**src/rtl/adc_rl_pkg.sv**
```systemverilog
package adc_rl_pkg;
  typedef enum logic {
    SEL_LO = 1'b0,
    SEL_HI = 1'b1
  } byte_sel_e;
endpackage

```
**src/rtl/adc_rl_lock.sv**
```systemverilog
module adc_rl_lock (
  input  logic clk,
  input  logic rst,
  input  logic rd_lo,
  input  logic rd_hi,
  output logic locked
);
  logic lock_q;

  always_ff @(posedge clk) begin
    if (rst)        lock_q <= 1'b0;
    else if (rd_hi) lock_q <= 1'b0;
    else if (rd_lo) lock_q <= 1'b1;
  end

  assign locked = lock_q;

  // a low-byte read enters the freeze
  a_r5_lock_on_low: assert property (@(posedge clk) disable iff (rst)
    rd_lo |=> locked);
  // a high-byte read leaves the freeze
  a_r6_unlock_on_high: assert property (@(posedge clk) disable iff (rst)
    rd_hi |=> !locked);
  // without a low-byte read, an unfrozen block stays unfrozen
  a_r7_stay_open: assert property (@(posedge clk) disable iff (rst)
    (!locked && !rd_lo) |=> !locked);
endmodule

```
**src/rtl/adc_rl_irq.sv**
```systemverilog
module adc_rl_irq (
  input  logic clk,
  input  logic rst,
  input  logic set_i,
  input  logic clr_i,
  output logic flag
);
  logic flag_q;

  always_ff @(posedge clk) begin
    if (rst)        flag_q <= 1'b0;
    else if (set_i) flag_q <= 1'b1;
    else if (clr_i) flag_q <= 1'b0;
  end

  assign flag = flag_q;

  // every completion raises the flag; R9: set has priority over clear
  a_r8_set_on_done: assert property (@(posedge clk) disable iff (rst)
    set_i |=> flag);
  // a clear without a completion drops the flag
  a_r9_clear: assert property (@(posedge clk) disable iff (rst)
    (clr_i && !set_i) |=> !flag);
endmodule

```
**src/rtl/adc_rl_format.sv**
```systemverilog
module adc_rl_format #(
  parameter int RES_W  = 10,
  parameter int BYTE_W = 8
) (
  input  logic [RES_W-1:0]  res,
  input  logic              left,
  output logic [BYTE_W-1:0] lo_byte,
  output logic [BYTE_W-1:0] hi_byte
);
  localparam int WORD_W = 2 * BYTE_W;

  logic [WORD_W-1:0] word;

  always_comb begin
    word = '0;
    if (left) word[WORD_W-1 -: RES_W] = res;
    else      word[RES_W-1:0]         = res;
  end

  assign lo_byte = word[BYTE_W-1:0];
  assign hi_byte = word[WORD_W-1:BYTE_W];
endmodule

```
**src/rtl/adc_result_latch.sv**
```systemverilog
module adc_result_latch #(
  parameter int RES_W  = 10,
  parameter int BYTE_W = 8
) (
  input  logic              clk,
  input  logic              rst,
  input  logic              conv_valid,
  input  logic [RES_W-1:0]  conv_data,
  input  logic              left_adj,
  input  logic              rd_en,
  input  logic              rd_sel,
  output logic [BYTE_W-1:0] rd_data,
  input  logic              irq_clr,
  output logic              irq_flag
);
  import adc_rl_pkg::*;

  localparam int PAD_W  = 2 * BYTE_W - RES_W;
  localparam int HI_USE = RES_W - BYTE_W;

  logic              rd_lo, rd_hi, locked, upd;
  logic [RES_W-1:0]  res_q;
  logic [BYTE_W-1:0] lo_b, hi_b, rd_q;

  assign rd_lo = rd_en && (rd_sel == SEL_LO);
  assign rd_hi = rd_en && (rd_sel == SEL_HI);
  assign upd   = conv_valid && !rd_lo && (!locked || rd_hi);

  adc_rl_lock u_lock (
    .clk    (clk),
    .rst    (rst),
    .rd_lo  (rd_lo),
    .rd_hi  (rd_hi),
    .locked (locked)
  );

  adc_rl_irq u_irq (
    .clk   (clk),
    .rst   (rst),
    .set_i (conv_valid),
    .clr_i (irq_clr),
    .flag  (irq_flag)
  );

  adc_rl_format #(.RES_W(RES_W), .BYTE_W(BYTE_W)) u_fmt (
    .res     (res_q),
    .left    (left_adj),
    .lo_byte (lo_b),
    .hi_byte (hi_b)
  );

  always_ff @(posedge clk) begin
    if (rst)      res_q <= '0;
    else if (upd) res_q <= conv_data;
  end

  always_ff @(posedge clk) begin
    if (rst)        rd_q <= '0;
    else if (rd_en) rd_q <= rd_hi ? hi_b : lo_b;
  end

  assign rd_data = rd_q;

  // while frozen (and not released this cycle) the result is held
  a_r5_hold_locked: assert property (@(posedge clk) disable iff (rst)
    (locked && !rd_hi) |=> $stable(res_q));
  // a completion coinciding with a low-byte read is dropped
  a_r5_drop_same_cycle: assert property (@(posedge clk) disable iff (rst)
    rd_lo |=> $stable(res_q));
  // an unfrozen completion is stored
  a_r6_store_open: assert property (@(posedge clk) disable iff (rst)
    (conv_valid && !locked && !rd_lo) |=> (res_q == $past(conv_data)));
  // right placement leaves the unused high-byte positions zero
  a_r2_hi_zero_fill: assert property (@(posedge clk) disable iff (rst)
    (rd_hi && !left_adj) |=> (rd_data[BYTE_W-1:HI_USE] == '0));
  // left placement leaves the unused low-byte positions zero
  a_r3_lo_zero_fill: assert property (@(posedge clk) disable iff (rst)
    (rd_lo && left_adj) |=> (rd_data[PAD_W-1:0] == '0));
  // read data holds between reads
  a_r10_hold_data: assert property (@(posedge clk) disable iff (rst)
    !rd_en |=> $stable(rd_data));
endmodule

```
**config.mk**
```make
export PLATFORM = sky130hd
export DESIGN_NAME = adc_result_latch
export DESIGN_NICKNAME = d
export VERILOG_FILES = /design/src/rtl/adc_rl_pkg.sv /design/src/rtl/adc_rl_lock.sv /design/src/rtl/adc_rl_irq.sv /design/src/rtl/adc_rl_format.sv /design/src/rtl/adc_result_latch.sv
export SDC_FILE = /design/constraint.sdc
export NUM_CORES = 1
export LEC_CHECK = 0
export ABC_AREA = 1
export BUFFER_PORTS_ARGS = -buffer_cell sky130_fd_sc_hd__buf_4
export CAP_MARGIN = 20
export CORE_ASPECT_RATIO = 1.2
export CORE_UTILIZATION = 46
export CTS_CLUSTER_DIAMETER = 30
export DETAILED_ROUTE_END_ITERATION = 10
export HOLD_SLACK_MARGIN = 0.02
export PLACE_DENSITY = 0.86
export SETUP_SLACK_MARGIN = 0.15
export SLEW_MARGIN = 20
export SYNTH_ARGS = -nofsm -noshare
export SYNTH_HDL_FRONTEND = slang
export SYNTH_SLANG_ARGS = --single-unit
```
**constraint.sdc**
```tcl
create_clock -name clk -period 0.85 [get_ports clk]
set_input_delay 0.085 -clock clk [delete_from_list [all_inputs] [get_ports clk]]
set_output_delay 0.085 -clock clk [all_outputs]
set_load 0.005 [all_outputs]
```
# Word-level counts from Yosys, hierarchy flattened
# Cells that the tools add are included.
dict set report word_totals {
  output_inout_bits 9
  in_bits 17
  reg_bits 20
}
dict set report classes {
  reduce_logical 9
  bitwise_logic 1
  muxes 6
}
# operator count
set ops {}
lappend ops {{$mux W6} 2}
lappend ops {{$mux W8} 1}
lappend ops {{$logic_and A1 B1 Y1} 4}
lappend ops {{$mux W4} 1}
lappend ops {{$logic_not A1 Y1} 2}
lappend ops {{$mux W1} 2}
lappend ops {{$reduce_bool A2 Y1} 1}
lappend ops {{$reduce_or A2 Y1} 1}
lappend ops {{$logic_or A1 B1 Y1} 1}
lappend ops {{$not A1 Y1} 1}

# Depth between registers and ports, before layout
# Gate-level depths: netlist of the first run.
dict set report logic_depth {
  word_depth 5
  depth_mapped 7
}

# By module
# From an unflattened synthesis of the first run, not the netlist that was laid out.
dict set report unflattened {
  hier_cells 177
  hier_area_um2 1068.5
}
# module area_per_inst_um2 cells_each seq_area_each_um2 n_inst
set by_module_without_submodules {}
lappend by_module_without_submodules {adc_result_latch 824.5 127 360.3 1}
lappend by_module_without_submodules {adc_rl_format 165.2 39 0.0 1}
lappend by_module_without_submodules {adc_rl_irq 40.0 5 20.0 1}
lappend by_module_without_submodules {adc_rl_lock 38.8 6 20.0 1}

# Worst setup path before layout of the first run
# OpenSTA, ideal clock, no wires.
dict set report synth_path {
  kind {register to register}
  startpoint {register u_lock.lock_q, in the netlist u_lock.locked}
  endpoint {register res_q[2]}
  required_ns 0.735
  arrival_ns 0.736
  stages_incl_launch_ff 6
  setup_ns 0.115
  setup_slack_ns -0.001
  path_cell_list {dfxtp_1 > o21ai_4 > buf_6 > nand3_1 > nand2_1 > nor2_1}
}
dict set report synth_via {
  elab_chain_len 3
}
# element line_no
set synth_lines {}
lappend synth_lines {{from (decl)} adc_rl_lock.sv:8} ;# logic lock_q;
lappend synth_lines {{from (signal assigned)} adc_rl_lock.sv:11} ;# if (rst) lock_q <= 1'b0;
lappend synth_lines {{from (signal assigned)} adc_rl_lock.sv:12} ;# else if (rd_hi) lock_q <= 1'b0;
lappend synth_lines {{from (signal assigned)} adc_rl_lock.sv:13} ;# else if (rd_lo) lock_q <= 1'b1;
lappend synth_lines {{$logic_not A1 Y1} adc_result_latch.sv:27} ;# assign upd = conv_valid && !rd_lo && (!locked || rd_hi);
lappend synth_lines {{$logic_or A1 B1 Y1} adc_result_latch.sv:27}
lappend synth_lines {{$logic_and A1 B1 Y1} adc_result_latch.sv:27}
lappend synth_lines {{to (signal assigned)} adc_result_latch.sv:54} ;# else if (upd) res_q <= conv_data;
lappend synth_lines {{to (decl)} adc_result_latch.sv:22} ;# logic [RES_W-1:0] res_q;
# Every way passes these cells.
# A chain may end at the register's enable or synchronous reset.

# Worst setup path in the final report of the first run
dict set report layout_path {
  startpoint {register u_lock.lock_q, in the netlist u_lock.locked}
  endpoint {register res_q[0]}
}
# The elaborated chain is that of the path after synthesis.

==> results.env, run 1 <==
RUN_STATUS='finished with violations'
FAILED_CHECKS='setup timing'
POWERDENSITY_nW_PER_UM2=1470
FINAL.SETUP.WORST_SLACK_NS=-0.105
POWER.SHARE.SWITCHING_PCT=28.4
NUMCLOCKSINKS=20
SYNTH_SEQ_CELLS=20
FINALNONFILLERCELLS=203
MAX-SLEW-MARGIN-REL_PCT=82.5
FF_LATCH_AREA_UM2=423
GP_CONGESTION=0.814
SYNTHDISTINCTLIBCELLS=16
VIAS=1000
CP_DATA_REQUIRED_TIME_NS=1.06
ASYNCSETRESETFLOPFRACSYNTH_PCT=0
SETUP_VIOL=10
PERIOD_SHARE_PCT=112
FIN_SETUP_TNS_NS=-0.822
FINAL_HOLD_VIOLATION_COUNT=0
FINAL_MAX_SLEW_VIOL_COUNT=0
AREA_DELTA_SYNTH_FINAL_PCT=32.0
SORT_OF_ELEMENT_AT_THE_START_OF_THE_CRITICAL_PATH='flop'
YOSYS.AREA.TOP_TYPE_SHARE_PCT=40.1
WORST-PATH-MAX-FANOUT=21
NUM-NETS-FINAL=192
DIEHEIGHT_UM=53.1
DETAILEDROUTE.FIRSTPASSITERATIONCOUNT=4
WORST_HOLD_PATH_TYPE='in2reg'
DPL.CELL_COUNT=197
COMBPWRFRAC_PCT=21.4
TOTAL_AREA_OF_MULTI_INPUT_COMBINATIONAL_CELLS_UM2=470
NETLIST_AREA_UM2=1000
FINAL_UTIL_PCT=64.4
LAYOUT.FILLER_CELLS=181
YOSYSSEQAREASHARE_PCT=40.1
DRIVE_ABOVE_1_SHARE_PCT=36.4
FINAL_ANTENNA_NET_COUNT=0
CTS_TREE='built'
DRT-TOTAL-WL_UM=2140
SYN_INST=146
DETAILEDROUTE.FIRSTITERATIONVIOLATIONS=13
SYNTH_TOP_CELLS_BY_AREA='sky130_fd_sc_hd__dfxtp_1 40%, sky130_fd_sc_hd__nand2_1 14%, sky130_fd_sc_hd__nor2_1 9.0%, sky130_fd_sc_hd__a21oi_1 8.0%, sky130_fd_sc_hd__inv_1 6.4%'
LEFTOVER_OVERFLOW_AT_THE_END_OF_GLOBAL_ROUTING=0
INSERTEDDIODECOUNT=0
CLOCK_TREE.ROOT_CELL='sky130_fd_sc_hd__clkbuf_4'
POWER.SEQUENTIAL.FRACTION_PCT=54.9
CORE_REGION_UM2=2050
FLOORPLAN.INITIALDENSITY_PCT=48.8
GRT_START_MAX_NET_PINS=22
SYNTH_FP_NETS=163
GR-USAGE-ALL-LAYERS_PCT=20.8
CTS-ROOT-TO-SINK-BUFFERS=2
SYNTH_AREA_PER_CELL_UM2=6.85
POWER_FRAC_CLOCK_PCT=23.7
STATIC-LEAKAGE-POWER_nW=0.652
CPMAXSTAGEDELAYCELL='sky130_fd_sc_hd__dfxtp_2'
IR_WORST_VDD_mV=1.19
FINAL_INSTANCE_AREA_UM2=1320
CTS-HTREE-LEVELS=1
DP_HPWL_UM=1510
NUM_ROWS=18
TIMING.FMAX_MHz=1050
PLACED_AREA_UM2=1200
TIGHTEST_SLEW_NS=0.262
ROUTE.DETAILED.WL_PER_INST_UM=10.5
MAX_STAGE_DELAY_NS=0.35
DETAIL_ROUTE.VIAS_PER_CELL=4.93
CRIT_TYPE='reg2reg'
WORSTPATHARRIVAL_NS=1.16
DETAIL_ROUTE.DRC_VIOLATIONS=0
POST-ROUTE-MIN-PERIOD_NS=0.955
NUMBER_OF_SYNTHESIS_WARNINGS=0
NUMBER_OF_SYNTHESIZED_FLOPS_WITH_AN_ENABLE_PIN=0
YS_DOMINANT_REG_CELL='sky130_fd_sc_hd__dfxtp_1'
GRT_ANTENNA_BEFORE_REPAIR=0
MOST_FREQUENT_CELLS_AFTER_SYNTHESIS='36 x sky130_fd_sc_hd__nand2_1, 24 x sky130_fd_sc_hd__nor2_1, 20 x sky130_fd_sc_hd__dfxtp_1'
FINCLKSKEW_NS=0.0112
GRT_SETUP_UNREPAIRED='yes'
SYNTHMOSTINSTANTIATEDCELL='sky130_fd_sc_hd__nand2_1'
NUMCTSBUFFERS=3
TIMING.MAX_CAP.VIOLATIONS=0
DIE_AREA_UM2=2360
SYNTH_TOP_AREA_CELL='sky130_fd_sc_hd__dfxtp_1'
POWER.INTERNAL_W=0.00139
CLK-INSERTION-DELAY-LATE_NS=0.31
DIE_W_UM=44.6
VIA_COUNT_OF_THE_FIRST_GLOBAL_ROUTING_PASS=892
CRITICAL_PATH.CELL_CHAIN='o21ai_4 > buf_12 > nand3_1 > nand2_1 > nor2_1'
CTS.REPORTEDPATHS.CLKPINSLEW_NS=0.12
CRITICAL_PATH.ENDPOINT_TYPE='flop'
COUNT_OF_PINS_ON_THE_BLOCK_BOUNDARY=26
GRT_FIRST_PASS_WIRELENGTH_UM=3550
TOTAL_SWITCHING_POWER_W=0.000551
COUNT_OF_BUFFERS_INSERTED_AT_THE_TOP_LEVEL_PORTS=25
power groups by stage:
stage / Clock (W) / Combinational [W] / Sequential, W
finish: 0.000461 / 0.000414 / 0.00107
global route: 0.000487 / 0.000464 / 0.00107
CTS: 0.000460 / 0.000400 / 0.00106
detailed placement: 0 / 0.000374 / 0.00107
global placement: 0 / 0.000364 / 0.00107
floorplan: 0 / 0.000242 / 0.00106
worst paths after layout:
kind | start | end | slack [ns] | cells after the start
min reg2reg | res_q[1] | res_q[1] | 0.50 | 2
max reg2reg | u_lock.locked | res_q[0] | -0.10 | 5
min | conv_data[5] | res_q[5] | 0.07 | 5
max | u_lock.locked | res_q[0] | -0.10 | 5
cells in the final DEF (no fill, tap or decap):
master	Yosys	layout
sky130_fd_sc_hd__nand2_1	36	34
sky130_fd_sc_hd__nor2_1	24	23
sky130_fd_sc_hd__buf_4	1	19
sky130_fd_sc_hd__dfxtp_2	0	18
sky130_fd_sc_hd__inv_1	17	16
sky130_fd_sc_hd__a21oi_1	16	16
sky130_fd_sc_hd__nand3_1	12	11
sky130_fd_sc_hd__buf_6	4	10
sky130_fd_sc_hd__o211ai_1	6	6
sky130_fd_sc_hd__inv_2	3	4
sky130_fd_sc_hd__clkbuf_4	0	3
sky130_fd_sc_hd__nand2_2	0	2
sky130_fd_sc_hd__dfxtp_1	20	2
sky130_fd_sc_hd__nand2_4	1	1
sky130_fd_sc_hd__clkinv_1	1	1
sky130_fd_sc_hd__nor2_4	1	1
sky130_fd_sc_hd__o21ai_4	1	1
sky130_fd_sc_hd__nand3_2	0	1
sky130_fd_sc_hd__a21oi_2	1	1
sky130_fd_sc_hd__nor2_2	0	1
sky130_fd_sc_hd__dlymetal6s4s_1	0	1
sky130_fd_sc_hd__buf_12	0	1
final cells by class:
type / instances / area share, %
clock buffers: 3 / 1.71
inverters: 21 / 5.97
multi-input cells: 98 / 35.6
flip-flops and latches: 20 / 32.0
well taps: 30 / 2.84
repair buffers: 31 / 21.8
flip-flops by register name, indices dropped and copies added (netlist names):
signal,flops
rd_data,8
res_q,10
u_irq.flag,1
u_lock.locked,1
logic make-up after synthesis:
logic type / synth area share (%)
simple gates: 30.8
buf+inv: 14.1
compound gates: 15.0
flops: 40.0
timing repair:
item / in CTS / in global routing
buffers inserted: 1 / 1
gates resized for setup: 26 / 7
cloned: 0 / 0
hold buffers: 1 / 0
setup endpoints to repair: 28 / 29
hold endpoints to repair: 4 / 0
pin swaps: 2 / 9
per-layer routing:
metal / global-route usage [%] / part of all wire (%) / vias up
met5: 0 / 0 / -
met4: 13.6 / 2.9 / 0
met3: 3.75 / 4.1 / 9
met2: 38.7 / 50 / 32
met1: 20.5 / 42 / 450
li1: - / - / 509
per-stage QoR:
step,worst slack [ns],total power [W],hold WS [ns]
final,-0.105,0.00194,0.0727
after floorplan,-0.000438,0.00130,0.150
after global placement,-0.0360,0.00143,0.287
after detailed placement,-0.0795,0.00144,0.287
after global routing,-0.162,0.00202,0.0927
after CTS,-0.100,0.00192,0.0729
critical path, delay by kind of cell (launching register included):
family,cells,cell delay (ns)
buffers and inverters,1,0.17
and+or+nand+nor,3,0.19
DFF,1,0.35
AOI/OAI and AO/OA,1,0.15
Power figures use the tool's default switching activity.
==> inputs of run 2 (changes only) <==
--- a/config.mk
+++ b/config.mk
@@ -5,15 +5,14 @@
 export SDC_FILE = /design/constraint.sdc
 export NUM_CORES = 1
 export LEC_CHECK = 0
-export ABC_AREA = 1
+export ABC_AREA = 0
 export BUFFER_PORTS_ARGS = -buffer_cell sky130_fd_sc_hd__buf_4
 export CAP_MARGIN = 20
 export CORE_ASPECT_RATIO = 1.2
 export CORE_UTILIZATION = 46
-export CTS_CLUSTER_DIAMETER = 30
 export DETAILED_ROUTE_END_ITERATION = 10
 export HOLD_SLACK_MARGIN = 0.02
-export PLACE_DENSITY = 0.86
+export PLACE_DENSITY = 0.84
 export SETUP_SLACK_MARGIN = 0.15
 export SLEW_MARGIN = 20
 export SYNTH_ARGS = -nofsm -noshare
==> constraint.sdc (replaced) <==
create_clock -name clk -period 1.1 [get_ports clk]
set_input_delay 0.11 -clock clk [delete_from_list [all_inputs] [get_ports clk]]
set_output_delay 0.11 -clock clk [all_outputs]
set_load 0.005 [all_outputs]
==> results.env, run 2 <==
RUN_STATUS='complete, no violations'
NUMBER_OF_SYNTHESIZED_FLOPS_WITH_AN_ENABLE_PIN=0
MAX-SLEW-MARGIN-REL_PCT=77.7
FLOORPLAN.INITIALDENSITY_PCT=49.5
POWER.INTERNAL_W=0.00112
CTS_HOLD_BUF=0
POWERDENSITY_nW_PER_UM2=1220
NUM-NETS-FINAL=140
FF_LATCH_AREA_UM2=404
CTS-ROOT-TO-SINK-BUFFERS=2
POST-ROUTE-MIN-PERIOD_NS=1.06
ASYNCSETRESETFLOPFRACSYNTH_PCT=0
TOTAL_SWITCHING_POWER_W=0.000369
ROUTE.DETAILED.WL_PER_INST_UM=14.0
VIA_COUNT_OF_THE_FIRST_GLOBAL_ROUTING_PASS=772
CP_DATA_REQUIRED_TIME_NS=1.34
COMBPWRFRAC_PCT=17.5
DETAILEDROUTE.FIRSTITERATIONVIOLATIONS=28
GRT_SETUP_UNREPAIRED='yes'
SYNTH_AREA_PER_CELL_UM2=9.85
LEFTOVER_OVERFLOW_AT_THE_END_OF_GLOBAL_ROUTING=0
TIMING.FMAX_MHz=942
CTS.REPORTEDPATHS.CLKPINSLEW_NS=0.12
DP_HPWL_UM=1320
VIAS=771
COUNT_OF_PINS_ON_THE_BLOCK_BOUNDARY=26
GP_CONGESTION=0.711
GRT_FIRST_PASS_WIRELENGTH_UM=3170
COUNT_OF_BUFFERS_INSERTED_AT_THE_TOP_LEVEL_PORTS=25
SYNTH_TOP_CELLS_BY_AREA='sky130_fd_sc_hd__dfxtp_1 44%, sky130_fd_sc_hd__nand2b_1 14%, sky130_fd_sc_hd__mux2i_1 11%, sky130_fd_sc_hd__mux2_1 4.9%, sky130_fd_sc_hd__a221oi_1 3.8%'
SYN_INST=93
DRIVE_ABOVE_1_SHARE_PCT=41.0
INSERTEDDIODECOUNT=0
DIE_AREA_UM2=2170
SORT_OF_ELEMENT_AT_THE_START_OF_THE_CRITICAL_PATH='flop'
WORST_R2R_PATH_DEPTH=4
POWER_FRAC_CLOCK_PCT=29.1
SYNTHDISTINCTLIBCELLS=20
DRT-TOTAL-WL_UM=1980
CLOCK_TREE.ROOT_CELL='sky130_fd_sc_hd__clkbuf_4'
CRITICAL_PATH.ENDPOINT_TYPE='flop'
GR-USAGE-ALL-LAYERS_PCT=19.8
GRT_START_MAX_NET_PINS=31
WORSTPATHARRIVAL_NS=1.30
MOST_FREQUENT_CELLS_AFTER_SYNTHESIS='20 x sky130_fd_sc_hd__dfxtp_1, 20 x sky130_fd_sc_hd__nand2b_1, 10 x sky130_fd_sc_hd__mux2i_1'
NETLIST_AREA_UM2=916
NUM_ROWS=17
SYNTH_FP_NETS=110
TIMING.MAX_CAP.VIOLATIONS=0
LAYOUT.FILLER_CELLS=150
PERIOD_SHARE_PCT=96.5
TIGHTEST_SLEW_NS=0.333
CRIT_TYPE='reg2reg'
FINCLKSKEW_NS=0.00595
SYNTH_TOP_AREA_CELL='sky130_fd_sc_hd__dfxtp_1'
DETAILEDROUTE.FIRSTPASSITERATIONCOUNT=4
NUMCLOCKSINKS=20
FINAL_MAX_SLEW_VIOL_COUNT=0
DETAIL_ROUTE.VIAS_PER_CELL=5.47
FINAL_UTIL_PCT=66.1
SETUP_VIOL=0
FINAL.SETUP.WORST_SLACK_NS=0.0389
MOSTFREQUENTLAYOUTCELLS='29 x sky130_fd_sc_hd__buf_4, 20 x sky130_fd_sc_hd__nand2b_1, 17 x sky130_fd_sc_hd__dfxtp_1, 10 x sky130_fd_sc_hd__mux2i_1, 8 x sky130_fd_sc_hd__nor2_1'
CORE_REGION_UM2=1850
NUMCTSBUFFERS=3
NUMBER_OF_SYNTHESIS_WARNINGS=0
DIEHEIGHT_UM=50.9
WORST-PATH-MAX-FANOUT=10
DETAIL_ROUTE.DRC_VIOLATIONS=0
AREA_DELTA_SYNTH_FINAL_PCT=33.6
GRT_ANTENNA_BEFORE_REPAIR=0
LARGEST_REGISTER_FFS=10
FINAL_COMMON_CELL='sky130_fd_sc_hd__buf_4'
STATIC-LEAKAGE-POWER_nW=0.536
POWER.SEQUENTIAL.FRACTION_PCT=53.4
IR_WORST_VDD_mV=0.751
FINAL_HOLD_VIOLATION_COUNT=0
FINAL_ANTENNA_NET_COUNT=0
YOSYS.AREA.TOP_TYPE_SHARE_PCT=43.7
DIE_W_UM=42.7
TIMING.HOLD.WORST_PATH_DEPTH=3
CLK-INSERTION-DELAY-LATE_NS=0.31
TOTAL_AREA_OF_MULTI_INPUT_COMBINATIONAL_CELLS_UM2=523
YOSYSSEQAREASHARE_PCT=43.7
CTS-HTREE-LEVELS=1
SYNTH_SEQ_CELLS=20
CTS_TREE='built'
WORST_HOLD_PATH_TYPE='in2reg'
POWER.SHARE.SWITCHING_PCT=24.7
YS_DOMINANT_REG_CELL='sky130_fd_sc_hd__dfxtp_1'
MAX_FLOP_REGISTER='res_q'
PLACE_WS_NS=0.0214
## run 2: cell types whose count changed in the layout (fill, tap and decap cells not counted), sizes merged, moves of 10 or more
cell,delta
nand2,-35
nand2b,+20
inv,-18
nor2,-17
a21oi,-14
nand3,-12
mux2i,+10
## run 2: path summary, 6_finish.rpt
path / start / end / slack, ns
setup reg to reg: u_lock.locked / res_q[7] / 0.04
hold reg to reg: rd_data[1] / rd_data[1] / 0.47
hold / removal: conv_valid / u_irq.flag / 0.02
setup / recovery: u_lock.locked / res_q[7] / 0.04
## run 2: layout make-up
type	count	area share, %
repair buffers	30	18.7
inverters	2	0.613
flip-flops and latches	20	33.0
well taps	19	1.94
multi-input cells	66	42.7
clock buffers	4	2.97
## run 2: critical path, cell delays in order (launching register included)
cell                      delay (ns)
sky130_fd_sc_hd__dfxtp_1        0.31
sky130_fd_sc_hd__nor2b_4        0.12
sky130_fd_sc_hd__nor3b_2        0.18
sky130_fd_sc_hd__buf_6          0.19
sky130_fd_sc_hd__mux2i_1        0.19
## run 2: power by group through the flow
stage	registers [W]	clock network (W)	logic [W]
finish	0.000796	0.000433	0.000261
global route	0.000800	0.000461	0.000285
CTS	0.000793	0.000439	0.000250
detailed placement	0.000808	0	0.000231
global placement	0.000806	0	0.000225
floorplan	0.000803	0	0.000137
## run 2: logic make-up (layout without fill, tap and decap cells)
family          after synthesis  count (layout)  synth area share [%]
flops                        20              20                  43.7
compound gates               12              12                  10.4
mux                          14              14                  15.8
buf+inv                       7              36                  4.51
simple gates                 40              40                  25.5
## run 2: metal layers
layer	vias up	wire [um]	track usage [%]	part of all wire, %
met1	368	835	20.2	42
met4	0	52	15.6	2.6
met5	-	0	0	0
met2	19	1020	35.1	51
li1	380	-	-	-
met3	4	77	2.83	3.9
## run 2: per-stage QoR
step / TNS, ns / hold WS (ns) / cell area, um2 / total power (W) / instances
finish: 0 / 0.0214 / 1220 / 0.00149 / 141
global route: -0.159 / 0.0504 / 1220 / 0.00155 / 141
CTS: 0 / 0.0294 / 1200 / 0.00148 / 141
detailed placement: 0 / 0.349 / 1130 / 0.00104 / 135
global placement: 0 / 0.328 / 1130 / 0.00103 / 135
floorplan: 0 / 0.227 / 927 / 0.000940 / 93
## run 2: repair_timing
item	CTS	global route
setup buffers	2	0
gates resized for setup	8	4
endpoints found under the setup margin	14	16
pin swaps	3	6
==> inputs of run 3 (changes only) <==
--- a/config.mk
+++ b/config.mk
@@ -11,7 +11,7 @@
 export CORE_ASPECT_RATIO = 1.2
 export CORE_UTILIZATION = 46
 export DETAILED_ROUTE_END_ITERATION = 10
-export HOLD_SLACK_MARGIN = 0.02
+export HOLD_SLACK_MARGIN = 0.06
 export PLACE_DENSITY = 0.84
 export SETUP_SLACK_MARGIN = 0.15
 export SLEW_MARGIN = 20
==> results.env, run 3 (synthesized netlist as in run 2, its figures left out) <==
RUN_STATUS='complete, no violations'
PERIOD_SHARE_PCT=96.6
ROUTE.DETAILED.WL_PER_INST_UM=13.7
FINAL_INSTANCE_AREA_UM2=1260
WORST-PATH-MAX-FANOUT=10
IR_WORST_VDD_mV=0.766
FINAL_MAX_SLEW_VIOL_COUNT=0
LAYOUT.FILLER_CELLS=150
TIMING.MAX_CAP.VIOLATIONS=0
GRT_ANTENNA_BEFORE_REPAIR=0
RRSETUPSLACK_NS=0.04
DRIVE_ABOVE_1_SHARE_PCT=39.7
GR-USAGE-ALL-LAYERS_PCT=20.1
CLOCK_TREE.ROOT_CELL='sky130_fd_sc_hd__clkbuf_4'
FINAL_HOLD_VIOLATION_COUNT=0
DIE_W_UM=42.7
WORSTPATHARRIVAL_NS=1.30
DETAIL_ROUTE.VIAS_PER_CELL=5.46
INSERTEDDIODECOUNT=0
NUM_ROWS=17
DETAIL_ROUTE.DRC_VIOLATIONS=0
COUNT_OF_PINS_ON_THE_BLOCK_BOUNDARY=26
DIE_AREA_UM2=2170
DIEHEIGHT_UM=50.9
FLOORPLAN.INITIALDENSITY_PCT=49.5
GRT_START_MAX_NET_PINS=31
NUMCLOCKSINKS=20
DETAILEDROUTE.FIRSTPASSITERATIONCOUNT=4
FINAL.SETUP.WORST_SLACK_NS=0.0373
DETAILEDROUTE.FIRSTITERATIONVIOLATIONS=29
FF_LATCH_AREA_UM2=404
WORST_HOLD_PATH_TYPE='in2reg'
AREA_DELTA_SYNTH_FINAL_PCT=38.0
POST-ROUTE-MIN-PERIOD_NS=1.06
LEFTOVER_OVERFLOW_AT_THE_END_OF_GLOBAL_ROUTING=0
LARGEST_REGISTER_FFS=10
CRIT_TYPE='reg2reg'
CP_DATA_REQUIRED_TIME_NS=1.34
CTS.REPORTEDPATHS.CLKPINSLEW_NS=0.11
STATIC-LEAKAGE-POWER_nW=0.553
FINAL_COMMON_CELL='sky130_fd_sc_hd__buf_4'
NUM-NETS-FINAL=144
MAX-SLEW-MARGIN-REL_PCT=77.8
CTS-ROOT-TO-SINK-BUFFERS=2
FINAL_ANTENNA_NET_COUNT=0
PLACED_AREA_UM2=1130
DESIGN_POWER_TOTAL_W=0.00150
GP_CONGESTION=0.711
POWERDENSITY_nW_PER_UM2=1180
CTS-HTREE-LEVELS=1
GRT_FIRST_PASS_WIRELENGTH_UM=3230
TIMING.FMAX_MHz=941
CTS_TREE='built'
CORE_REGION_UM2=1850
MAX_FLOP_REGISTER='res_q'
PLACE_WS_NS=0.0214
COUNT_OF_BUFFERS_INSERTED_AT_THE_TOP_LEVEL_PORTS=25
TIGHTEST_SLEW_NS=0.331
VIA_COUNT_OF_THE_FIRST_GLOBAL_ROUTING_PASS=789
SORT_OF_ELEMENT_AT_THE_START_OF_THE_CRITICAL_PATH='flop'
FINCLKSKEW_NS=0.00180
NUMCTSBUFFERS=3
CRITICAL_PATH.ENDPOINT_TYPE='flop'
SETUP_VIOL=0
DP_HPWL_UM=1320
MOSTFREQUENTLAYOUTCELLS='29 x sky130_fd_sc_hd__buf_4, 20 x sky130_fd_sc_hd__nand2b_1, 17 x sky130_fd_sc_hd__dfxtp_1, 10 x sky130_fd_sc_hd__mux2i_1, 8 x sky130_fd_sc_hd__nor2_1'
CLK-INSERTION-DELAY-LATE_NS=0.30
GRT_SETUP_UNREPAIRED='yes'
TOTAL_AREA_OF_MULTI_INPUT_COMBINATIONAL_CELLS_UM2=523
VIAS=792
DRT-TOTAL-WL_UM=1990
[run 3: cell count changes in the layout (fill, tap and decap cells not counted), sizes merged]
cell and delta:
dlygate4sd3 +4
[run 3: repair_timing]
action / in CTS / in global routing
resized for setup: 8 / 4
hold buffers: 4 / 0
endpoints found under the setup margin: 14 / 16
endpoints found under the hold margin: 4 / 0
pin swaps: 3 / 6
buffers inserted: 2 / 0
[run 3: worst paths after layout]
path,endpoint,depth (start not counted),startpoint
hold reg to reg,rd_data[1],2,rd_data[1]
setup / recovery,res_q[0],4,u_lock.locked
hold / removal,res_q[4],3,conv_data[4]
setup reg to reg,res_q[0],4,u_lock.locked
[run 3: cell type report]
| type | count | share of cell area, % |
|---|---|---|
| Clock buffer | 4 | 2.87 |
| Inverter | 2 | 0.594 |
| Multi-Input combinational cell | 66 | 41.4 |
| Sequential cell | 20 | 32.0 |
| Tap cell | 19 | 1.88 |
| Timing Repair Buffer | 34 | 21.3 |
[run 3: power breakdown]
| group | total (W) | switching (W) | internal [W] |
|---|---|---|---|
| Clock | 0.000429 | 0.000227 | 0.000202 |
| Combinational | 0.000271 | 0.000110 | 0.000161 |
| Sequential | 0.000796 | 0.0000291 | 0.000767 |
[run 3: per-layer routing]
layer | GRT usage (%) | part of all wire [%]
met4 | 15.6 | 2.7
met3 | 2.83 | 3.7
met1 | 20.4 | 41
met5 | 0 | 0
met2 | 36.1 | 53
[run 3: critical path: stages (launching register included)]
cell and delay [ns]:
sky130_fd_sc_hd__dfxtp_1 0.31, sky130_fd_sc_hd__nor2b_4 0.12, sky130_fd_sc_hd__nor3b_2 0.18, sky130_fd_sc_hd__buf_6 0.19, sky130_fd_sc_hd__mux2i_1 0.19
[run 3: metrics by stage]
stage	std cells	utilization [%]	hold slack, ns	TNS (ns)
floorplan	93	-	0.227	0
global placement	135	60.9	0.328	0
detailed placement	135	60.9	0.349	0
CTS	145	67.2	0.0602	0
global route	145	68.3	0.0713	-0.159
finish	145	68.3	0.0621	0
